<file path="config.mk">
export PLATFORM = sky130hd
export DESIGN_NAME = asram_ctl
export DESIGN_NICKNAME = d
export VERILOG_FILES = /design/src/rtl/asram_pkg.sv /design/src/rtl/asram_timer.sv /design/src/rtl/asram_lane_mask.sv /design/src/rtl/asram_ctl.sv
export SDC_FILE = /design/constraint.sdc
export NUM_CORES = 1
export LEC_CHECK = 0
export ABC_CLOCK_PERIOD_IN_PS = 2200
export BUFFER_PORTS_ARGS = -buffer_cell sky130_fd_sc_hd__buf_4
export CORE_MARGIN = 2
export CORE_UTILIZATION = 51
export CTS_BUF_LIST = sky130_fd_sc_hd__clkbuf_8
export CTS_CLUSTER_SIZE = 12
export DETAILED_ROUTE_END_ITERATION = 16
export PLACE_DENSITY = 0.81
export SYNTH_ARGS = -nofsm -noshare
export SYNTH_HDL_FRONTEND = slang
export SYNTH_SLANG_ARGS = --single-unit
</file>
<file path="constraint.sdc">
create_clock -name clk -period 2.2 [get_ports clk]
set_clock_uncertainty 0.1 [all_clocks]
set_input_delay 0.22 -clock clk [delete_from_list [all_inputs] [get_ports clk]]
set_output_delay 0.22 -clock clk [all_outputs]
set_load 0.01 [all_outputs]
</file>
<file path="src/rtl/asram_pkg.sv">
package asram_pkg;

    localparam int AW    = 16;
    localparam int DW    = 16;
    localparam int LANES = DW / 8;

    // Cycles needed to cover a nanosecond limit, never less than one.
    function automatic int ns2cyc(input int ns, input int per);
        int c;
        c = (ns + per - 1) / per;
        if (c < 1) c = 1;
        return c;
    endfunction

    function automatic int imax(input int a, input int b);
        return (a > b) ? a : b;
    endfunction

    typedef enum logic [2:0] {
        ST_IDLE,
        ST_RD_ACC,
        ST_RD_FLOAT,
        ST_WR_SETUP,
        ST_WR_PULSE,
        ST_WR_RECOV
    } ctl_state_e;

    typedef struct packed {
        ctl_state_e         state;
        logic [AW-1:0]      addr;
        logic               ce_n;
        logic               oe_n;
        logic               we_n;
        logic [LANES-1:0]   be_n;
        logic [LANES-1:0]   mask;
        logic               dq_oe;
        logic [DW-1:0]      wdata;
        logic               rsp_valid;
        logic [DW-1:0]      rdata;
    } ctl_regs_t;

endpackage

</file>
<file path="src/rtl/asram_timer.sv">
module asram_timer #(
    parameter int CW = 4
) (
    input  logic          clk,
    input  logic          rst_n,
    input  logic          load,
    input  logic [CW-1:0] load_val,
    output logic          done
);

    logic [CW-1:0] cnt_d;
    logic [CW-1:0] cnt_q;

    always_comb begin
        cnt_d = cnt_q;
        if (load) begin
            cnt_d = load_val;
        end else if (cnt_q != '0) begin
            cnt_d = cnt_q - 1'b1;
        end
    end

    always_ff @(posedge clk or negedge rst_n) begin
        if (!rst_n) begin
            cnt_q <= '0;
        end else begin
            cnt_q <= cnt_d;
        end
    end

    assign done = (cnt_q == '0);

endmodule

</file>
<file path="src/rtl/asram_lane_mask.sv">
module asram_lane_mask
    import asram_pkg::*;
(
    input  logic [LANES-1:0] keep,
    input  logic [DW-1:0]    din,
    output logic [DW-1:0]    dout
);

    for (genvar g = 0; g < LANES; g++) begin : g_lane
        assign dout[g*8 +: 8] = keep[g] ? din[g*8 +: 8] : 8'h00;
    end

endmodule

</file>
<file path="src/rtl/asram_ctl.sv">
module asram_ctl
    import asram_pkg::*;
#(
    parameter int CLK_PERIOD_NS = 10,
    parameter int T_RC_NS       = 55,
    parameter int T_AA_NS       = 55,
    parameter int T_OE_NS       = 25,
    parameter int T_HZ_NS       = 20,
    parameter int T_WP_NS       = 40,
    parameter int T_AW_NS       = 45,
    parameter int T_BW_NS       = 45,
    parameter int T_DW_NS       = 25
) (
    input  logic          clk,
    input  logic          rst_n,
    input  logic          req_valid,
    output logic          req_ready,
    input  logic [15:0]   req_addr,
    input  logic          req_write,
    input  logic [1:0]    req_mask,
    input  logic [15:0]   req_wdata,
    output logic          rsp_valid,
    output logic [15:0]   rsp_rdata,
    output logic [15:0]   sram_addr,
    output logic          sram_ce_n,
    output logic          sram_oe_n,
    output logic          sram_we_n,
    output logic          sram_ub_n,
    output logic          sram_lb_n,
    output logic [15:0]   sram_dq_out,
    output logic          sram_dq_oe,
    input  logic [15:0]   sram_dq_in
);

    localparam int SU_CYC  = 1;
    localparam int RD_CYC  = imax(imax(ns2cyc(T_AA_NS, CLK_PERIOD_NS),
                                       ns2cyc(T_OE_NS, CLK_PERIOD_NS)),
                                  ns2cyc(T_RC_NS, CLK_PERIOD_NS));
    localparam int HZ_CYC  = ns2cyc(T_HZ_NS, CLK_PERIOD_NS);
    localparam int WE_CYC  = imax(imax(ns2cyc(T_WP_NS, CLK_PERIOD_NS),
                                       ns2cyc(T_AW_NS, CLK_PERIOD_NS) - SU_CYC),
                                  imax(ns2cyc(T_BW_NS, CLK_PERIOD_NS) - SU_CYC,
                                       1 + ns2cyc(T_DW_NS, CLK_PERIOD_NS)));
    localparam int REC_CYC = imax(1, ns2cyc(T_RC_NS, CLK_PERIOD_NS) - SU_CYC - WE_CYC);
    localparam int MAX_CYC = imax(imax(RD_CYC, HZ_CYC), imax(WE_CYC, REC_CYC));
    localparam int CW      = imax(1, $clog2(MAX_CYC + 1));

    ctl_regs_t       r_q;
    ctl_regs_t       r_d;
    logic            t_load;
    logic [CW-1:0]   t_val;
    logic            t_done;
    logic [DW-1:0]   rd_masked;

    asram_timer #(.CW(CW)) u_timer (
        .clk      (clk),
        .rst_n    (rst_n),
        .load     (t_load),
        .load_val (t_val),
        .done     (t_done)
    );

    asram_lane_mask u_rmask (
        .keep (r_q.mask),
        .din  (sram_dq_in),
        .dout (rd_masked)
    );

    always_comb begin
        r_d           = r_q;
        r_d.rsp_valid = 1'b0;
        t_load        = 1'b0;
        t_val         = '0;

        case (r_q.state)
            ST_IDLE: begin
                if (req_valid) begin
                    r_d.addr = req_addr;
                    r_d.mask = req_mask;
                    r_d.be_n = ~req_mask;
                    r_d.ce_n = 1'b0;
                    t_load   = 1'b1;
                    if (req_write) begin
                        r_d.state = ST_WR_SETUP;
                        r_d.wdata = req_wdata;
                        t_val     = CW'(SU_CYC - 1);
                    end else begin
                        r_d.state = ST_RD_ACC;
                        r_d.oe_n  = 1'b0;
                        t_val     = CW'(RD_CYC - 1);
                    end
                end
            end

            ST_RD_ACC: begin
                if (t_done) begin
                    r_d.rdata     = rd_masked;
                    r_d.rsp_valid = 1'b1;
                    r_d.ce_n      = 1'b1;
                    r_d.oe_n      = 1'b1;
                    r_d.be_n      = '1;
                    r_d.state     = ST_RD_FLOAT;
                    t_load        = 1'b1;
                    t_val         = CW'(HZ_CYC - 1);
                end
            end

            ST_RD_FLOAT: begin
                if (t_done) begin
                    r_d.state = ST_IDLE;
                end
            end

            ST_WR_SETUP: begin
                if (t_done) begin
                    r_d.we_n  = 1'b0;
                    r_d.state = ST_WR_PULSE;
                    t_load    = 1'b1;
                    t_val     = CW'(WE_CYC - 1);
                end
            end

            ST_WR_PULSE: begin
                r_d.dq_oe = 1'b1;
                if (t_done) begin
                    r_d.we_n  = 1'b1;
                    r_d.ce_n  = 1'b1;
                    r_d.be_n  = '1;
                    r_d.dq_oe = 1'b0;
                    r_d.state = ST_WR_RECOV;
                    t_load    = 1'b1;
                    t_val     = CW'(REC_CYC - 1);
                end
            end

            ST_WR_RECOV: begin
                if (t_done) begin
                    r_d.state = ST_IDLE;
                end
            end

            default: begin
                r_d.state = ST_IDLE;
                r_d.ce_n  = 1'b1;
                r_d.oe_n  = 1'b1;
                r_d.we_n  = 1'b1;
                r_d.be_n  = '1;
                r_d.dq_oe = 1'b0;
            end
        endcase
    end

    always_ff @(posedge clk or negedge rst_n) begin
        if (!rst_n) begin
            r_q.state     <= ST_IDLE;
            r_q.addr      <= '0;
            r_q.ce_n      <= 1'b1;
            r_q.oe_n      <= 1'b1;
            r_q.we_n      <= 1'b1;
            r_q.be_n      <= '1;
            r_q.mask      <= '0;
            r_q.dq_oe     <= 1'b0;
            r_q.wdata     <= '0;
            r_q.rsp_valid <= 1'b0;
            r_q.rdata     <= '0;
        end else begin
            r_q <= r_d;
        end
    end

    assign req_ready   = (r_q.state == ST_IDLE);
    assign rsp_valid   = r_q.rsp_valid;
    assign rsp_rdata   = r_q.rdata;
    assign sram_addr   = r_q.addr;
    assign sram_ce_n   = r_q.ce_n;
    assign sram_oe_n   = r_q.oe_n;
    assign sram_we_n   = r_q.we_n;
    assign sram_lb_n   = r_q.be_n[0];
    assign sram_ub_n   = r_q.be_n[LANES-1];
    assign sram_dq_out = r_q.wdata;
    assign sram_dq_oe  = r_q.dq_oe;

endmodule

</file>
Yosys cells after proc, flatten, opt, wreduce, memory -nomap -nowiden:

Index checks and enable logic that the tools add are counted.

* flip-flop bits (word level): 63
* bits of input ports: 54
* output and inout bits: 56
* word-level logic and storage cells: 78

* add/sub/neg operators: 1
* eq/ne operators: 11
* muxes and demuxes: 33
* bitwise logic cells: 4
* reductions and logical operators: 17

Operators with widths (number)
* $mux W17: 2
* $mux W3: 9
* $mux W21: 1
* $mux W8: 2
* $pmux W3 S5: 1
* $ne A2 B2 Y1 const B: 5
* $pmux W3 S3: 1
* $pmux W2 S4: 1
* $reduce_and A4 Y1: 2
* $reduce_or A4 Y1: 2
* $mux W1: 7
* $eq A3 B2 Y1 const B: 2
* $eq A3 B3 Y1 const B: 2
* $logic_not A3 Y1: 2
* $mux W2: 3
* $pmux W1 S3: 2
* $reduce_and A3 Y1: 2
* $reduce_or A3 Y1: 2
* $reduce_and A5 Y1: 1
* $reduce_or A5 Y1: 1
* $mux W4: 1
* $pmux W1 S2: 2
* $pmux W1 S4: 1
* $reduce_and A2 Y1: 2
* other kinds (8): 10

Logic depth before layout (Yosys ltp):

* word-level depth: 4
* mapped depth: 7
* mapped depth without buffers: 5

Modules after synthesis:

From an unflattened synthesis, not the netlist that was laid out.

* cells, all modules: 253
* area total of the unflattened synthesis: 3110.5 um2

Modules (own cells, without submodules)
* asram_ctl: times used 1, cells each 216, area each 2810.2 um2, sequential area each 1507.7 um2
* asram_timer: times used 1, cells each 21, area each 200.2 um2, sequential area each 75.1 um2
* asram_lane_mask: times used 1, cells each 16, area each 100.1 um2, sequential area each 0.0 um2

Worst setup path after synthesis:

Ideal clock, no wire load.

* path kind: reg-to-reg
* from: register r_q[58] (netlist bit)
* to: register r_q, in the netlist sram_dq_out[10]
* library setup time: 125 ps
* arrival time: 1563 ps
* required time: 1975 ps
* setup slack: 412 ps
* stages on the path, launching flop included: 6
* buffers on the path: 2
* clock period less this slack: 1788 ps
* path through: dfrtp_1 buf_6 nor4b_4 nand2_4 buf_6 mux2_4

* word-level cells in the longest chain between the ends: 2

RTL lines
* start, declared: RTL line asram_ctl.sv:48 `ctl_regs_t r_q;`
* start signal, assigned: RTL line asram_ctl.sv:167 `r_q <= r_d;`
* $logic_not A3 Y1: RTL line asram_ctl.sv:75 `case (r_q.state)`
* $reduce_and A3 Y1 (no source line)

No other way between the ends.
A chain may end at the register's enable or synchronous reset.

Worst setup path in the final report:

* from: register r_q[58] (netlist bit)
* to: output req_ready

* word-level cells in the longest chain between the ends: 1

RTL lines
* $logic_not A3 Y1: RTL line asram_ctl.sv:171 `assign req_ready = (r_q.state == ST_IDLE);`
* end, declared: RTL line asram_ctl.sv:17 `output logic req_ready,`

No other way between the ends.

==> out/qor_table.md <==
| Quantity | Reported |
|:---|:---|
| Worst Path Max Fanout | 18 |
| Post-detailed-route wirelength per cell | 14.7 µm |
| Violation count after the first detailed-routing iteration | 107 |
| Total via count in the routed design | 2382 |
| Length of the first detailed-routing pass in iterations | 4 |
| Final Non-Filler Cells | 467 |
| Area growth, synth to finish | 29.2% |
| R2r endpoint | sram_oe_n |
| First-pass GRT wire length | 10.6 mm |
| Vias in the first global route | 2273 |
| Least-Margin Pin Slew | 783 ps |
| Number of nets produced by synthesis | 360 |
| I/O pin cnt | 110 |
| Top cell types by occurrence after synthesis | 66 x nand2_1, 58 x dfrtp_1, 48 x buf_4, 32 x o21ai_0, 11 x clkbuf_1 |
| Post-DRT Antenna Nets | 0 |
| Final cell utilization of the core | 67.7% |
| Final Instance Area | 3980 µm² |
| Placeable core region | 5890 µm² |
| Number of enable-type register cells in the synthesized netlist | 0 |
| Starting density of the core | 52.4% |
| Crit Path Class | reg2out |
| Number of cell instances on the worst register-to-register path | 4 |
| Maximum number of pins on one net before global-route repair | 64 |
| Hold slack final | 11.1 ps |
| Placement Rows | 28 |
| Synth Cell Area | 3080 µm² |
| Number of distinct library cells after synthesis | 41 |
| Gate Count Post-Synth | 304 |
| H-tree level count | 3 |
| Placer's final routability congestion estimate | 0.863 |
| Beginning of the worst register-to-register path | r_q[58] |
| TritonCTS clock tree | yes |
| Placed instance count | 430 |
| Data arrival time of the critical path | 1730 ps |
| Die Span X | 81.7 µm |
| Type of origin of the critical path | flop |
| Cell Pwr Density | 1320 nW/µm² |
| Final hold violation count | 0 |
| Final net count | 443 |
| Synth area leader | dfrtp_1 |
| Top-count cell post-synth | nand2_1 |
| # port buffers | 109 |
| Initial antenna violation count | 0 |
| Root cell of the clock tree | clkbuf_8 |
| Resize count post-CTS | 0 |
| Clock insertion delay at the later pin of the skew report | 330 ps |
| Wire length after detailed routing | 6.86 mm |
| Max-slew violations | 0 |
| Type of destination of the critical path | output pin |
| Total Die Area | 6680 µm² |
| Critical Path RT | 1880 ps |
| Relative slew slack | 47.8% |
| Fraction of post-synthesis cell area in the top cell type by area | 47.1% |
| Leakage | 2.07 nW |
| Gr usage total | 21.3% |
| Worst reg2reg setup slack | 320 ps |
| Setup-failing EPs final | 0 |
| Worst hold-check path type | in2reg |
| Cell types with the largest area share after synthesis | dfrtp_1 47%, buf_4 12%, nand2_1 8.0% |
| Post-route DRC violation count | 0 |
| CTS Sinks | 63 |
| HPWL Detailed | 4.58 mm |
| Number of buffers inserted during clock tree synthesis | 9 |
| Share of synthesized flip-flops with an asynchronous set or reset | 100% |
| Status | finished, final reports clean |
| Min Tclk post-route | 2050 ps |
| Height of the chip | 81.7 µm |
| Most common flop cell mapped by yosys | dfrtp_1 |
| Area after detailed placement | 3600 µm² |
| Share of layout cells above drive strength 1 | 39.8% |
| Sequential-to-total area share from yosys stat | 51.4% |
| Via count normalized by instance count | 5.10 |
| Unrepaired setup endpoints after global routing | no |
| Worst setup path startpoint | r_q[58] |
| Syn Area/Cell | 10.1 µm² |
| Post-Route Setup TNS | 0 ps |
| Post-synthesis sequential element count | 63 |
| # Max-Cap Violations | 0 |
| Endpoint of the most critical setup path | req_ready |
| Final worst path period share | 93.3% |
| Worst supply voltage drop on vdd | 0.000604 V |
| Longest Clk Path Bufs | 2 |
| Inserted Diodes | 0 |
| Gr ovfl total | 0 |
| Synth warn | 0 |
| Highest attainable clock frequency | 487 MHz |
| Post-CTS setup buffer count | 0 |
| Clk slew on worst S/H paths | 70 ps |
kinds of logic (layout without fill, tap and decap cells):
group | after synthesis | in the layout | synth area share (%)
buffers and inverters | 71 | 159 | 15.1
muxes | 17 | 17 | 7.39
AOI/OAI and AO/OA | 60 | 60 | 11.7
DFF | 63 | 63 | 51.4
adders and majority gates | 2 | 2 | 0.812
xor gates and xnor gates | 1 | 1 | 0.284
and+or+nand+nor | 90 | 90 | 13.4
sequential cells by signal (all words and copies together) (netlist names):
register and count:
u_timer.cnt_q 3, sram_dq_out 16, rsp_rdata 16, sram_dq_oe 1, rsp_valid 1, sram_ub_n 1, sram_lb_n 1, sram_ce_n 1
sram_oe_n 1, sram_we_n 1, r_q 5, sram_addr 16
worst max-delay path, cell delays in order (launching register included):
cell and delay [ps]:
dfrtp_1 490, buf_4 220, or2_2 280, buf_4 190, nor2_1 100, buf_4 120
layer usage:
| layer | part of all wire [%] | GRT usage, % | up-vias |
|---|---|---|---|
| met5 | 0 | 0 | - |
| met4 | 1.2 | 8.00 | 0 |
| met3 | 6.8 | 4.73 | 7 |
| met2 | 51 | 35.1 | 97 |
| met1 | 41 | 27.6 | 1151 |
| li1 | - | - | 1127 |
per-stage QoR:
| stage | power [mW] | setup slack [ps] |
|---|---|---|
| 6_report | 5.26 | 148 |
| 5_1_grt | 5.67 | 46.4 |
| 4_1_cts | 5.29 | 137 |
| 3_5_place_dp | 4.38 | 331 |
| 3_3_place_gp | 4.30 | 352 |
| 2_1_floorplan | 3.82 | 412 |
repair_timing:
| item | in CTS | in global routing |
|---|---|---|
| hold endpoints to repair | 76 | 2 |
| endpoints found under the setup margin | 0 | 0 |
| hold buffers | 19 | 2 |
report_power, final:
group | internal (mW) | total [mW] | leakage (nW) | switching, mW
registers | 1.69 | 2.08 | 0.778 | 0.384
clock network | 0.425 | 0.865 | 0.0944 | 0.439
logic | 1.23 | 2.32 | 1.20 | 1.09
total | 3.35 | 5.26 | 2.07 | 1.91
cell type report:
cell class                      count  area [µm²]
Multi-Input combinational cell    170        1030
Fill cell                         465        1900
Clock buffer                       10         138
Timing Repair Buffer              137        1080
Tap cell                           75        93.8
Sequential cell                    63        1580
Clock inverter                      6        30.0
Inverter                            6        22.5
how the worst min path moves through the flow:
| stage | startpoint | endpoint | slack [ps] | cells after the start |
|---|---|---|---|---|
| floorplan | rst_n | r_q[34] | -180 | 0 |
| global placement | rst_n | sram_dq_oe | 250 | 1 |
| detailed placement | rst_n | r_q[57] | 260 | 1 |
| CTS | req_wdata[2] | sram_dq_out[2] | 0.4 | 2 |
| global route | req_wdata[14] | sram_dq_out[14] | -0.6 | 2 |
| finish | req_wdata[2] | sram_dq_out[2] | 10 | 2 |
cells in the final DEF, fill, tap and decap left out, drive strengths merged, types with 2 or more instances in the layout:
cell         instances
nor2                 6
or2                  2
a211o                2
nor3                 2
nor2b                2
a21o                 4
dfstp                5
nand2               67
a211oi               3
a31oi                2
dlygate4sd3         21
nand2b               4
o22ai                2
clkbuf              10
a21boi               2
mux2                16
inv                  8
a21oi                7
dfrtp               58
ha                   2
o21ai               32
buf                116
clkinv               3
(Power assumes the default switching activity.)
